### config.mk
export PLATFORM = sky130hd
export DESIGN_NAME = thread_issue_sched
export DESIGN_NICKNAME = d
export VERILOG_FILES = /design/src/rtl/sched_pkg.sv /design/src/rtl/thread_state_table.sv /design/src/rtl/rr_pick.sv /design/src/rtl/thread_issue_sched.sv
export SDC_FILE = /design/constraint.sdc
export NUM_CORES = 1
export LEC_CHECK = 0
export BUFFER_PORTS_ARGS = -buffer_cell sky130_fd_sc_hd__buf_2
export CAP_MARGIN = 25
export CORE_MARGIN = 2
export CORE_UTILIZATION = 30
export DETAILED_ROUTE_END_ITERATION = 12
export GPL_TIMING_DRIVEN = 0
export PLACE_DENSITY = 0.54
export REMOVE_ABC_BUFFERS = 1
export SYNTH_ARGS = -nofsm -noshare
export SYNTH_HDL_FRONTEND = slang
export SYNTH_HIERARCHICAL = 1
export SYNTH_SLANG_ARGS = --single-unit
### constraint.sdc
create_clock -name clk -period 7.15 [get_ports clk]
set_input_delay 0.3575 -clock clk [delete_from_list [all_inputs] [get_ports clk]]
set_output_delay 0.3575 -clock clk [all_outputs]
set_load 0.005 [all_outputs]
### src/rtl/sched_pkg.sv
package sched_pkg;
  localparam int DEF_THREADS = 8;

  function automatic int wrap_idx(input int base, input int step, input int n);
    int v;
    v = base + step;
    if (v >= n) v = v - n;
    return v;
  endfunction
endpackage

### src/rtl/thread_state_table.sv
module thread_state_table #(
  parameter int NUM_THREADS = 8,
  localparam int TID_W = $clog2(NUM_THREADS)
) (
  input  logic                   clk,
  input  logic                   rst,
  input  logic                   launch_en,
  input  logic [TID_W-1:0]       launch_id,
  input  logic                   blk_en,
  input  logic [TID_W-1:0]       blk_id,
  input  logic                   cpl_en,
  input  logic [TID_W-1:0]       cpl_id,
  output logic [NUM_THREADS-1:0] valid_o,
  output logic [NUM_THREADS-1:0] ready_o,
  output logic                   err_o
);
  logic [NUM_THREADS-1:0] valid_q, ready_q, ready_nxt;
  logic                   err_q, stray_cpl;

  // a completion is legal only for a launched, blocked slot
  assign stray_cpl = cpl_en && !(valid_q[cpl_id] && !ready_q[cpl_id]);

  for (genvar s = 0; s < NUM_THREADS; s++) begin : g_slot
    logic hit_cpl, hit_blk, hit_launch;
    assign hit_cpl    = cpl_en && (cpl_id == TID_W'(s)) && valid_q[s] && !ready_q[s];
    assign hit_blk    = blk_en && (blk_id == TID_W'(s));
    assign hit_launch = launch_en && (launch_id == TID_W'(s));

    // completion first, then block, then launch
    always_comb begin
      ready_nxt[s] = ready_q[s];
      if (hit_cpl)    ready_nxt[s] = 1'b1;
      if (hit_blk)    ready_nxt[s] = 1'b0;
      if (hit_launch) ready_nxt[s] = 1'b1;
    end

    always_ff @(posedge clk) begin
      if (rst) begin
        valid_q[s] <= 1'b0;
        ready_q[s] <= 1'b0;
      end else begin
        if (hit_launch) valid_q[s] <= 1'b1;
        ready_q[s] <= ready_nxt[s];
      end
    end
  end

  always_ff @(posedge clk) begin
    if (rst) err_q <= 1'b0;
    else if (stray_cpl) err_q <= 1'b1;
  end

  assign valid_o = valid_q;
  assign ready_o = ready_q;
  assign err_o   = err_q;

  a_r8_stray_sets_err: assert property (@(posedge clk) disable iff (rst)
    (cpl_en && !(valid_o[cpl_id] && !ready_o[cpl_id])) |=> err_o);

  a_r9_cpl_then_block: assert property (@(posedge clk) disable iff (rst)
    (cpl_en && blk_en && (cpl_id == blk_id) && !(launch_en && launch_id == blk_id))
      |=> !ready_o[$past(blk_id)]);
endmodule

### src/rtl/rr_pick.sv
module rr_pick #(
  parameter int NUM_THREADS = 8,
  localparam int TID_W = $clog2(NUM_THREADS)
) (
  input  logic [NUM_THREADS-1:0] elig,
  input  logic [TID_W-1:0]       last,
  output logic                   gnt_valid,
  output logic [TID_W-1:0]       gnt_idx
);
  import sched_pkg::*;

  always_comb begin
    int idx;
    gnt_valid = 1'b0;
    gnt_idx   = '0;
    for (int k = 1; k <= NUM_THREADS; k++) begin
      idx = wrap_idx(int'(last), k, NUM_THREADS);
      if (!gnt_valid && elig[idx]) begin
        gnt_valid = 1'b1;
        gnt_idx   = TID_W'(idx);
      end
    end
  end

  always_comb begin
    a_r4_grant_is_eligible: assert (!gnt_valid || elig[gnt_idx]);
  end
endmodule

### src/rtl/thread_issue_sched.sv
module thread_issue_sched #(
  parameter int NUM_THREADS = sched_pkg::DEF_THREADS,
  localparam int TID_W = $clog2(NUM_THREADS)
) (
  input  logic             clk,
  input  logic             rst,
  input  logic             launch_valid,
  input  logic [TID_W-1:0] launch_tid,
  input  logic             issue_mem,
  input  logic             cpl_valid,
  input  logic [TID_W-1:0] cpl_tid,
  output logic             issue_valid,
  output logic [TID_W-1:0] issue_tid,
  output logic             stall,
  output logic             cpl_err
);
  logic [NUM_THREADS-1:0] slot_valid, slot_ready, blk_mask, elig;
  logic                   blk_now, gnt_valid;
  logic [TID_W-1:0]       gnt_idx;
  logic                   issue_valid_q, stall_q;
  logic [TID_W-1:0]       issue_tid_q;

  assign blk_now = issue_valid_q && issue_mem;

  thread_state_table #(.NUM_THREADS(NUM_THREADS)) u_table (
    .clk       (clk),
    .rst       (rst),
    .launch_en (launch_valid),
    .launch_id (launch_tid),
    .blk_en    (blk_now),
    .blk_id    (issue_tid_q),
    .cpl_en    (cpl_valid),
    .cpl_id    (cpl_tid),
    .valid_o   (slot_valid),
    .ready_o   (slot_ready),
    .err_o     (cpl_err)
  );

  // a slot blocking at this edge must not be chosen again
  always_comb begin
    blk_mask = '0;
    if (blk_now) blk_mask[issue_tid_q] = 1'b1;
  end
  assign elig = slot_valid & slot_ready & ~blk_mask;

  rr_pick #(.NUM_THREADS(NUM_THREADS)) u_pick (
    .elig      (elig),
    .last      (issue_tid_q),
    .gnt_valid (gnt_valid),
    .gnt_idx   (gnt_idx)
  );

  always_ff @(posedge clk) begin
    if (rst) begin
      issue_valid_q <= 1'b0;
      issue_tid_q   <= TID_W'(NUM_THREADS - 1);
      stall_q       <= 1'b0;
    end else begin
      issue_valid_q <= gnt_valid;
      if (gnt_valid) issue_tid_q <= gnt_idx;
      stall_q <= (|slot_valid) && !gnt_valid;
    end
  end

  assign issue_valid = issue_valid_q;
  assign issue_tid   = issue_tid_q;
  assign stall       = stall_q;

  a_r7_stall_excl: assert property (@(posedge clk) disable iff (rst)
    stall |-> !issue_valid);

  a_r3_issue_launched: assert property (@(posedge clk) disable iff (rst)
    issue_valid |-> slot_valid[issue_tid]);

  a_r5_no_reissue: assert property (@(posedge clk) disable iff (rst)
    (issue_valid && issue_mem) |=> !(issue_valid && (issue_tid == $past(issue_tid))));

  a_r10_err_sticky: assert property (@(posedge clk) disable iff (rst)
    cpl_err |=> cpl_err);
endmodule

After elaboration in Yosys (flattened, before gate mapping)
Index checks and enable logic that the tools add are counted.

Muxes and demuxes: 79. $add $sub $neg: 16. Equality and inequality tests: 21. Reductions and logical operators: 82. Bitwise logic cells: 3. $lt $le $gt $ge: 19.

Operator list (number): $ge A32 B5 Y1 const B (8); $lt A32 B5 Y1 const B (8); $mux W32 (8); $sub A32 B5 Y32 const B (8); $logic_and A1 B1 Y1 (52); $mux W1 (51); $eq A3 B3 Y1 const B (12); $bmux W1 S3 (10); $mux W3 (8); $reduce_bool A3 Y1 (8); $eq A3 B2 Y1 const B (6); $logic_not A1 Y1 (18); $add A3 B3 Y4 const B (4); $and A8 B8 Y8 (2); $eq A3 B1 Y1 const B (3); $logic_not A3 Y1 (3); $add A3 B2 Y4 const B (2); $lt A3 B4 Y1 const B (2); $mux W8 (1); $not A8 Y8 (1); $reduce_or A8 Y1 (1); $add A3 B4 Y5 const B (1); $add A3 B1 Y4 const B (1); $demux W1 S3 (1); $ge A3 B1 Y1 const B (1).

Input port bits: 11. Bits in registers: 22. Word-level logic and storage cells: 240. Output and inout port bits: 6.

Longest topological paths before layout
Gate-level depths: netlist (run 1).

Depth after elaboration: 34. Mapped depth: 13. Mapped depth without buffers: 9.

Hierarchy
Netlist (run 1), hierarchy kept.

Modules (own cells, without submodules): rr_pick (times used 1, area an instance 955.9 sq um, cells an instance 104, sequential area each 0.0 sq um); thread_state_table (times used 1, area an instance 800.8 sq um, cells an instance 96, sequential area each 340.3 sq um); thread_issue_sched (times used 1, area an instance 281.5 sq um, cells an instance 37, sequential area each 100.1 sq um).

Worst setup path after synthesis (run 1)
No wires, ideal clock.

Path kind: register to register. From: register issue_tid_q[1], in the netlist issue_tid[1]. To: register issue_tid_q[2], in the netlist issue_tid[2]. Library setup time: 0.120 ns. Data required time: 7.030 ns. Clock period less this slack: 3.492 ns. Path slack: 3.658 ns. Path buffers: 3. Arrival time: 3.372 ns. Stages on the path, launching flop included: 13. Cells stage by stage: dfxtp_1 -> buf_2 -> clkbuf_1 -> inv_1 -> ha_1 -> buf_6 -> mux2_1 -> mux4_2 -> and4bb_2 -> nand4_1 -> a32oi_1 -> a41oi_1 -> a211o_1.

Word-level cells in the longest chain between the ends: 32. Elaborated cells on any way between the ends: 94. Those cells by class: add/sub (16); order compare (10); mux (51); bitwise (2); reduce/logical (15).

Ends and longest elaborated chain: start, declared (line thread_issue_sched.sv:21) `logic [TID_W-1:0] issue_tid_q;`; start signal, assigned (line thread_issue_sched.sv:56) `issue_tid_q <= TID_W'(NUM_THREADS - 1);`; start signal, assigned (line thread_issue_sched.sv:60) `if (gnt_valid) issue_tid_q <= gnt_idx;`; parallel branches: the longest is 31 deep, another holds $sub A32 B5 Y32; $mux W3 * (line rr_pick.sv:18) `if (!gnt_valid && elig[idx]) begin`; net gnt_idx[2] (line thread_issue_sched.sv:19) `logic [TID_W-1:0] gnt_idx;`.

Mark *: on every way through the listed nets, which the timed path passes. The select of a mux whose other input is x is not followed. A chain may end at the register's enable or synchronous reset.

Worst setup path after layout (run 1)
From: register issue_tid_q[0], in the netlist issue_tid[0]. To: register issue_tid_q[2], in the netlist issue_tid[2].

The elaborated chain is that of the path after synthesis.

==> impl_results.md, run 1 <==
* Status: completed
* Port Buffer Count at 16
* Total gr overflow at 0
* VDD IR-drop max at 0.133 mV
* Die H at 86.4 um
* Max_cap viols at 0
* Reg-to-Reg Start: issue_tid[0]
* Starting Density at 30.5%
* Final net count at 263
* CP Launch Type: flop
* Syn Inst Count at 237
* RSZ-0062 raised after global routing: false
* Logic pwr share at 54.1%
* Initial DRC Count at 79
* Commonest non-fill, non-tap cells in the layout: 27 x nand2_1, 23 x a21oi_1, 22 x dfxtp_1
* CTS root buf: clkbuf_8
* Core box area at 6680 um2
* Area leader, netlist: dfxtp_1
* Max Fclk at 0.245 GHz
* Pre-CTS setup slack at 3.02 ns
* Max Fanout on Critical Path at 22
* PwrDens at 253 nW/um2
* R2R depth at 9
* Netlist cell types at 53
* Area grow syn2layout at 9.45%
* Synthesis-stage register bit count at 22
* Worst hold stages at 3
* Gr usage total at 15.2%
* Clock transition at path regs at 0.08 ns
* Final ANT Viol Nets at 0
* Top post-synthesis cells by area: dfxtp_1 22%, mux4_2 15%, a21oi_1 5.6%
* P_int at 0.324 mW
* DRC at 0
* Post-CTS Setup Inserts at 0
* Crit end category: flop
* Post-Syn Area per Cell at 8.60 um2
* Placement Cell Area at 2190 um2
* EDFF count, synth at 0
* Commonest non-fill, non-tap cell in the layout: nand2_1
* Largest net degree at the start of global routing at 24
* Sequential power share at 32.6%
* Max_slew headroom at 40.9%
* Layout Skew at 0.00573 ns
* H-tree levels at 1
* Antenna Cells at 0
* Cell Rows at 30
* TritonCTS clock tree: yes
* Post-cts resize count at 0
* Ys async rst share at 0%
* Clock Power Share at 13.3%
* Routed length per instance at 16.1 um
* Min Tclk post-route at 4.08 ns
* Vias in the first global route at 1832
* Slowest cell on crit path: dfxtp_1
* Power, Total at 0.564 mW
* HP Class: in -> reg
* Final worst path period share at 57.1%
* First-pass GRT wire length at 9160 um
* CTS Buf Count at 3
* DRT Wirelength at 5280 um
* Detailed placement HPWL at 3970 um
* Synth Cell Area at 2040 um2
* Sequential area share after synthesis at 21.6%
* CTS Sinks at 22
* Final Max Tran Viols at 0
* Design area at 2230 um2
* Post-DR vias/cell at 5.74
* Yosys Warn Count at 6
* HP Start: launch_tid[2]
* CP required at 7.30 ns
* I/O pins at 17
* Reg-to-Reg End: issue_tid[2]
* Share of the synthesized area in the top cell type at 21.6%
* Placer congestion estimate at 0.783
* Full die area at 7470 um2
* Worst EP arrival at 4.23 ns
* Pre-antenna DRT Iters at 4
* Die width at 86.4 um
* Worst-Skew Late Latency at 0.26 ns
* Setup TNS at 0 ns
* Antenna violations before repair at 0
* Share of layout cells above drive strength 1 at 19.0%
* Vias at 1882
* Final Hold Fails at 0
* Critical-path cell list: inv_1, ha_1, mux2_2, mux4_2, and4bb_2, nand4_1, a32oi_1, a41oi_1, a211o_1
* Setup ws final at 3.07 ns
* Clk buf depth at 2
* Post-CTS Hold Fix Bufs at 0
* WHS Endpoint: u_table/ready_o[4]
* Leakage at 0.893 nW
* R2r setup slk at 3.07 ns
* Setup CP Type: reg -> reg
* Slew at the pin closest to its max-slew limit at 0.886 ns
* Crit-path max cell delay at 0.90 ns
* Ys flop type: dfxtp_1
* Switching Share at 42.5%
* Setup violators final at 0
* P_sw at 0.240 mW
## how the worst max path moves through the flow
stage / start / end / slack [ns] / cells after the start
floorplan: issue_tid[1] / issue_tid[2] / 3.51 / 9
global placement: issue_tid[1] / issue_tid[2] / 2.80 / 9
detailed placement: issue_tid[0] / issue_tid[2] / 3.02 / 9
finish: issue_tid[0] / issue_tid[2] / 3.07 / 9
global route: issue_tid[0] / issue_tid[2] / 2.71 / 9
CTS: issue_tid[0] / issue_tid[2] / 3.02 / 9
## layout make-up
class	instances	area [um2]
Multi-Input combinational cell	189	1470
Sequential cell	22	440
Timing Repair Buffer	18	123
Clock buffer	3	41.3
Fill cell	721	4450
Tap cell	80	100
Inverter	16	60.1
## critical path, delay by kind of cell, from the launching register on
kind / cells / cell delay, ns
simple gates: 2 / 0.50
compound gates: 3 / 0.62
mux: 2 / 0.92
buf+inv: 1 / 0.26
fa+ha+maj: 1 / 0.76
flops: 1 / 0.90
## metal layers
metal / vias up / global-route usage [%] / routed length, um
met5: - / 0 / 0
met4: 0 / 3.84 / 66
met3: 7 / 1.14 / 233
met2: 58 / 23.9 / 2410
met1: 893 / 22.7 / 2570
li1: 924 / - / -
## Yosys cell counts, types with 3 or more instances
master,instances
a211o_1,4
a211oi_1,3
a21oi_1,23
a31oi_1,7
and3_1,8
buf_2,3
buf_6,3
dfxtp_1,22
inv_1,16
mux2_1,3
mux2_2,4
mux2i_1,8
mux4_2,14
nand2_1,27
nand2b_1,6
nand3_1,6
nand4_1,3
nor2_1,7
nor2b_1,8
nor3_1,3
nor4_1,3
o21ai_0,6
o22ai_1,6
or3_1,3
xnor2_1,3
## power groups by stage
stage / combinational, mW / sequential [mW] / clock (mW)
finish: 0.305 / 0.184 / 0.0751
global placement: 0.262 / 0.208 / 0
floorplan: 0.209 / 0.190 / 0
detailed placement: 0.304 / 0.189 / 0
global route: 0.335 / 0.194 / 0.0823
CTS: 0.305 / 0.186 / 0.0792
## logic make-up (layout without fill, tap and decap cells)
group | after synthesis | after routing | share of synthesized area, %
AOI/OAI and AO/OA | 65 | 65 | 21.1
xor gates and xnor gates | 3 | 3 | 1.29
adders and majority gates | 2 | 2 | 1.23
buffers and inverters | 26 | 37 | 6.45
DFF | 22 | 22 | 21.6
muxes | 29 | 29 | 23.3
and+or+nand+nor | 90 | 90 | 25.0
## registers in the layout, indices dropped and copies added, names as in the netlist
register         count
u_table/err_o        1
u_table/valid_o      8
stall                1
u_table/ready_o      8
issue_tid            3
issue_valid          1
## per-stage QoR
stage	hold slack [ns]	std cells	util (%)
final	0.440	328	33.4
after global routing	0.452	328	33.4
after CTS	0.433	328	33.4
after detailed placement	0.493	325	32.8
after global placement	0.488	323	32.1
after floorplan	0.427	227	-
Note: power is estimated with default switching activity, not from simulation.
==> run 2: changes to the inputs <==
--- a/config.mk
+++ b/config.mk
@@ -5,13 +5,14 @@
 export SDC_FILE = /design/constraint.sdc
 export NUM_CORES = 1
 export LEC_CHECK = 0
+export ABC_AREA = 1
 export BUFFER_PORTS_ARGS = -buffer_cell sky130_fd_sc_hd__buf_2
 export CAP_MARGIN = 25
 export CORE_MARGIN = 2
 export CORE_UTILIZATION = 30
 export DETAILED_ROUTE_END_ITERATION = 12
 export GPL_TIMING_DRIVEN = 0
-export PLACE_DENSITY = 0.54
+export PLACE_DENSITY = 0.55
 export REMOVE_ABC_BUFFERS = 1
 export SYNTH_ARGS = -nofsm -noshare
 export SYNTH_HDL_FRONTEND = slang
==> constraint.sdc (replaced) <==
create_clock -name clk -period 3.6 [get_ports clk]
set_input_delay 0.18 -clock clk [delete_from_list [all_inputs] [get_ports clk]]
set_output_delay 0.18 -clock clk [all_outputs]
set_load 0.005 [all_outputs]
==> impl_results.md, run 2 <==
* Post-synth top cells: 112 x nand2_1, 40 x nand3_1, 39 x nor2_1, 37 x inv_1, 28 x a21oi_1 (was 27 x nand2_1, 23 x a21oi_1, 22 x dfxtp_1, 16 x inv_1, 14 x mux4_2)
* Cell Rows at 29 (was 30)
* Final Max Tran Viols at 0 (unchanged)
* Final Hold Fails at 0 (unchanged)
* RSZ-0062 raised after global routing: false (unchanged)
* DRC at 0 (unchanged)
* Largest net degree at the start of global routing at 23 (was 24)
* Post-Layout Cell Count at 436 (was 328)
* CTS Sinks at 22 (unchanged)
* Top post-synthesis cells by area: dfxtp_1 22%, nand2_1 21%, nand3_1 10% (was dfxtp_1 22%, mux4_2 15%, a21oi_1 5.6%)
* Ys flop type: dfxtp_1 (unchanged)
* Synthesis-stage register bit count at 22 (unchanged)
* PwrDens at 828 nW/um2 (was 253 nW/um2)
* Yosys Warn Count at 6 (unchanged)
* Share of layout cells above drive strength 1 at 15.6% (was 19.0%)
* Fill count at 753 (was 721)
* Ys async rst share at 0% (unchanged)
* Area leader, netlist: dfxtp_1 (unchanged)
* Power, Total at 1.79 mW (was 0.564 mW)
* Full die area at 7320 um2 (was 7470 um2)
* Detailed placement HPWL at 4180 um (was 3970 um)
* TritonCTS clock tree: yes (unchanged)
* HP Class: in -> reg (unchanged)
* Final net count at 373 (was 263)
* Clock transition at path regs at 0.08 ns (about the same)
* Share of the synthesized area in the top cell type at 22.1% (was 21.6%)
* Syn Inst Count at 347 (was 237)
* Max Fanout on Critical Path at 19 (was 22)
* Layout Skew at 0.00156 ns (was 0.00573 ns)
* Max_cap viols at 0 (unchanged)
* Vias in the first global route at 2072 (was 1832)
* Synth Cell Area at 1990 um2 (was 2040 um2)
* Final worst path period share at 84.7% (was 57.1%)
* Max Fclk at 0.328 GHz (was 0.245 GHz)
* Netlist cell types at 29 (was 53)
* Antenna Cells at 0 (unchanged)
* Die H at 85.5 um (was 86.4 um)
* Vias at 2132 (was 1882)
* Setup TNS at 0 ns (unchanged)
* Min Tclk post-route at 3.05 ns (was 4.08 ns)
* Placer congestion estimate at 0.853 (was 0.783)
* I/O pins at 17 (unchanged)
* CP required at 3.80 ns (was 7.30 ns)
* Post-DR vias/cell at 4.89 (was 5.74)
* Sequential area share after synthesis at 22.1% (was 21.6%)
* Total gr overflow at 0 (unchanged)
* Post-CTS Setup Inserts at 0 (unchanged)
* Starting Density at 31.2% (was 30.5%)
* Crit end category: flop (unchanged)
* Leakage at 1.06 nW (was 0.893 nW)
* Worst-Skew Late Latency at 0.26 ns (about the same)
* H-tree levels at 1 (unchanged)
* Initial DRC Count at 66 (was 79)
* Worst EP arrival at 3.24 ns (was 4.23 ns)
* Port Buffer Count at 16 (unchanged)
* Final ANT Viol Nets at 0 (unchanged)
* First-pass GRT wire length at 9250 um (was 9160 um)
* Top-count cell post-synth: nand2_1 (unchanged)
* Post-CTS Hold Fix Bufs at 0 (unchanged)
* Antenna violations before repair at 0 (unchanged)
* Gr usage total at 15.3% (was 15.2%)
* Clk buf depth at 2 (unchanged)
* Commonest non-fill, non-tap cells in the layout: 112 x nand2_1, 40 x nand3_1, 39 x nor2_1 (was 27 x nand2_1, 23 x a21oi_1, 22 x dfxtp_1)
* EDFF count, synth at 0 (unchanged)
* Die width at 85.5 um (was 86.4 um)
* Post-Syn Area per Cell at 5.75 um2 (was 8.60 um2)
* Setup violators final at 0 (unchanged)
* Setup CP Type: reg -> reg (unchanged)
* Routed length per instance at 12.0 um (was 16.1 um)
* CTS root buf: clkbuf_8 (unchanged)
* Max_slew headroom at 41.6% (was 40.9%)
* Area grow syn2layout at 8.34% (was 9.45%)
* DRT Wirelength at 5230 um (was 5280 um)
* Commonest non-fill, non-tap cell in the layout: nand2_1 (unchanged)
* Dpl cells at 432 (was 325)
* CTS Buf Count at 3 (unchanged)
* Pre-antenna DRT Iters at 4 (unchanged)
* Status: completed (unchanged)
* Post-cts resize count at 0 (unchanged)
* CP Launch Type: flop (unchanged)
* VDD IR-drop max at 0.481 mV (was 0.133 mV)
* Slew at the pin closest to its max-slew limit at 0.875 ns (was 0.886 ns)
* Core box area at 6390 um2 (was 6680 um2)
## run 2: worst max-delay path, stage by stage (launching register included)
cell and delay [ns]:
dfxtp_1 0.90, inv_2 0.21, ha_1 0.47, inv_2 0.14
nand3_1 0.13, nand3_1 0.13, nand2_2 0.10, inv_2 0.08
nand4_2 0.12, nor2_4 0.18, nand3_1 0.17, inv_1 0.16
nor3_1 0.06, a21oi_1 0.12
## run 2: final cells by class
cell class                      count  area (um2)  area share, %
Multi-Input combinational cell    269        1310           60.6
Timing Repair Buffer               16        80.1           3.71
Sequential cell                    22         440           20.4
Clock buffer                        4        55.1           2.55
Tap cell                           77        96.3           4.46
Inverter                           48         180           8.34
## run 2: kinds of logic after synthesis
kind of cell | after synthesis | share of synthesized area (%)
AO/OA/AOI/OAI | 42 | 11.2
XOR/XNOR | 2 | 2.20
adder cells (fa/ha/maj) | 2 | 1.25
buffers and inverters | 56 | 12.3
flip-flops | 22 | 22.1
AND/OR/NAND/NOR | 223 | 50.9
## run 2: final timing paths
path,from,endpoint,slack [ns],depth (start not counted)
hold reg to reg,u_table/valid_o[1],u_table/valid_o[1],0.51,2
setup reg to reg,issue_tid[1],issue_tid[1],0.55,13
hold / removal,launch_tid[2],u_table/valid_o[0],0.26,4
setup / recovery,issue_tid[1],issue_tid[1],0.55,13
## run 2: metal layers
layer	global-route usage, %	wire length [um]	up-vias
met5	0	0	-
li1	-	-	1126
met4	3.17	59	0
met1	19.9	2530	972
met2	27.4	2500	28
met3	1.54	131	6
## run 2: through the flow
step	setup slack, ns	hold WS, ns	util (%)	cell area [um2]
after floorplan	1.14	0.249	-	1930
final	0.552	0.261	33.8	2160
after global placement	0.590	0.493	33.0	2110
after global routing	0.240	0.278	33.8	2160
after CTS	0.561	0.259	33.8	2160
after detailed placement	0.584	0.504	33.0	2110
## run 2: power breakdown
part | switching (mW) | leakage, nW | internal [mW]
logic | 0.805 | 0.851 | 0.430
registers | 0.0996 | 0.180 | 0.277
clock network | 0.0805 | 0.0288 | 0.0974
total | 0.985 | 1.06 | 0.805
==> run 3: changes to the inputs <==
==> constraint.sdc (replaced) <==
create_clock -name clk -period 2.55 [get_ports clk]
set_input_delay 0.1275 -clock clk [delete_from_list [all_inputs] [get_ports clk]]
set_output_delay 0.1275 -clock clk [all_outputs]
set_load 0.005 [all_outputs]
==> impl_results.md, run 3 (synthesis results as in run 2) <==
* Max Fanout on Critical Path at 12 (was 19)
* CTS root buf: clkbuf_8 (unchanged)
* Full die area at 7320 um2 (unchanged)
* Worst-Skew Late Latency at 0.26 ns (about the same)
* Detailed placement HPWL at 4180 um (unchanged)
* Die width at 85.5 um (unchanged)
* Largest net degree at the start of global routing at 23 (unchanged)
* Crit end category: flop (unchanged)
* Final core utilization at 35.3% (was 33.8%)
* Top Family by Delay on Critical Path: simple AND/OR/NAND/NOR gates (was flip-flops)
* Leakage at 1.09 nW (was 1.06 nW)
* VDD IR-drop max at 0.678 mV (was 0.481 mV)
* Pre-antenna DRT Iters at 4 (unchanged)
* Placer congestion estimate at 0.853 (unchanged)
* Starting Density at 31.2% (unchanged)
* Commonest non-fill, non-tap cells in the layout: 112 x nand2_1, 39 x nand3_1, 37 x inv_1, 37 x nor2_1, 26 x a21oi_1 (was 112 x nand2_1, 40 x nand3_1, 39 x nor2_1)
* CP Launch Type: flop (unchanged)
* Final Max Tran Viols at 0 (unchanged)
* RSZ-0062 raised after global routing: false (unchanged)
* Max_cap viols at 0 (unchanged)
* Share of layout cells above drive strength 1 at 19.7% (was 15.6%)
* Final Hold Fails at 0 (unchanged)
* HP Class: in -> reg (unchanged)
* Gr usage total at 15.3% (unchanged)
* DRT Wirelength at 5370 um (was 5230 um)
* Core box area at 6390 um2 (unchanged)
* I/O pins at 17 (unchanged)
* Layout Skew at 0.00206 ns (was 0.00156 ns)
* CTS Sinks at 22 (unchanged)
* Cell Rows at 29 (unchanged)
* Clk buf depth at 2 (unchanged)
* Setup violators final at 0 (unchanged)
* Final ANT Viol Nets at 0 (unchanged)
* Max Fclk at 0.436 GHz (was 0.328 GHz)
* Critical-path cell list: buf_4, inv_1, nor2_1, a21oi_2, nand2_1, nand3_2, nand3_1, nand2_2, nor2_4, nand4_2, nor2_4, nand3_2, inv_1, nor3_1, a21oi_1 (was inv_2, ha_1, inv_2, nand3_1, nand3_1, nand2_2, inv_2, nand4_2, nor2_4, nand3_1, inv_1, nor3_1, a21oi_1)
* Area grow syn2layout at 13.0% (was 8.34%)
* Crit-path max cell delay at 0.43 ns (was 0.90 ns)
* Setup CP Type: reg -> reg (unchanged)
* DRC at 0 (unchanged)
* Slew at the pin closest to its max-slew limit at 0.438 ns (was 0.875 ns)
* Clock transition at path regs at 0.08 ns (about the same)
* Post-DR vias/cell at 4.90 (was 4.89)
* Port Buffer Count at 16 (unchanged)
* Slowest cell on crit path: dfxtp_4 (was dfxtp_1)
* Min Tclk post-route at 2.30 ns (was 3.05 ns)
* Final worst path period share at 90.0% (was 84.7%)
* Vias at 2169 (was 2132)
* Commonest non-fill, non-tap cell in the layout: nand2_1 (unchanged)
* Routed length per instance at 12.1 um (was 12.0 um)
* Total gr overflow at 0 (unchanged)
* Setup ws final at 0.254 ns (was 0.552 ns)
* PwrDens at 1180 nW/um2 (was 828 nW/um2)
* Vias in the first global route at 2072 (unchanged)
* Worst EP arrival at 2.49 ns (was 3.24 ns)
* Die H at 85.5 um (unchanged)
* Final net count at 380 (was 373)
* Initial DRC Count at 63 (was 66)
* Post-CTS Hold Fix Bufs at 0 (unchanged)
* Antenna Cells at 0 (unchanged)
* First-pass GRT wire length at 9250 um (unchanged)
* H-tree levels at 1 (unchanged)
* Pre-CTS setup slack at -0.466 ns (was 0.584 ns)
* Max_slew headroom at 70.8% (was 41.6%)
* CP required at 2.74 ns (was 3.80 ns)
* Status: completed (unchanged)
* Antenna violations before repair at 0 (unchanged)
* Worst Path Buf+Inv at 3 (was 4)
* CTS Buf Count at 3 (unchanged)
* TritonCTS clock tree: yes (unchanged)
[run 3: path summary, 6_finish.rpt]
kind | slack (ns) | to | from | depth (start not counted)
worst max-delay path | 0.25 | issue_tid[1] | issue_tid[1] | 15
worst min-delay path | 0.21 | u_table/valid_o[0] | launch_tid[2] | 4
worst max register to register | 0.25 | issue_tid[1] | issue_tid[1] | 15
worst min register to register | 0.51 | u_table/valid_o[2] | u_table/valid_o[2] | 2
[run 3: what timing repair did]
item                       4_1_cts  5_1_grt
setup endpoints to repair        5        5
setup buffers                    0        7
resized for setup                5        8
cloned                           0        0
pin swaps                        0        0
[run 3: area by class of cell]
type                       instances  area (um2)
clock buffer                       4        55.1
sequential                        22         452
inverter                          48         180
fill                             745        4130
tap                               77        96.3
timing repair buffer              23         133
multi-input combinational        269        1340
[run 3: through the flow]
step	TNS (ns)	hold WS [ns]	area, um2	power (mW)	instances
after floorplan	0	0.197	1930	1.89	339
after global placement	-2.18	0.480	2110	2.26	432
after detailed placement	-2.26	0.486	2110	2.28	432
after CTS	0	0.206	2170	2.55	436
after global routing	0	0.225	2250	2.96	443
final	0	0.210	2250	2.66	443
[run 3: worst register-to-register path, stage by stage, from the launching register on]
cell,delay (ns)
dfxtp_4,0.43
buf_4,0.14
inv_1,0.06
nor2_1,0.19
a21oi_2,0.10
nand2_1,0.11
nand3_2,0.11
nand3_1,0.14
nand2_2,0.09
nor2_4,0.10
nand4_2,0.10
nor2_4,0.19
nand3_2,0.13
inv_1,0.15
nor3_1,0.06
a21oi_1,0.12
[run 3: metal layers]
metal / routed length, um / track usage (%) / vias to the layer above
met5: 0 / 0 / -
met4: 40 / 3.17 / 0
met3: 142 / 1.54 / 4
met2: 2620 / 27.4 / 34
met1: 2560 / 19.9 / 993
li1: - / - / 1138
[run 3: power by group]
| part | switching, mW | internal (mW) | total, mW |
|---|---|---|---|
| registers | 0.103 | 0.405 | 0.508 |
| clock network | 0.112 | 0.138 | 0.250 |
| logic | 1.21 | 0.689 | 1.90 |
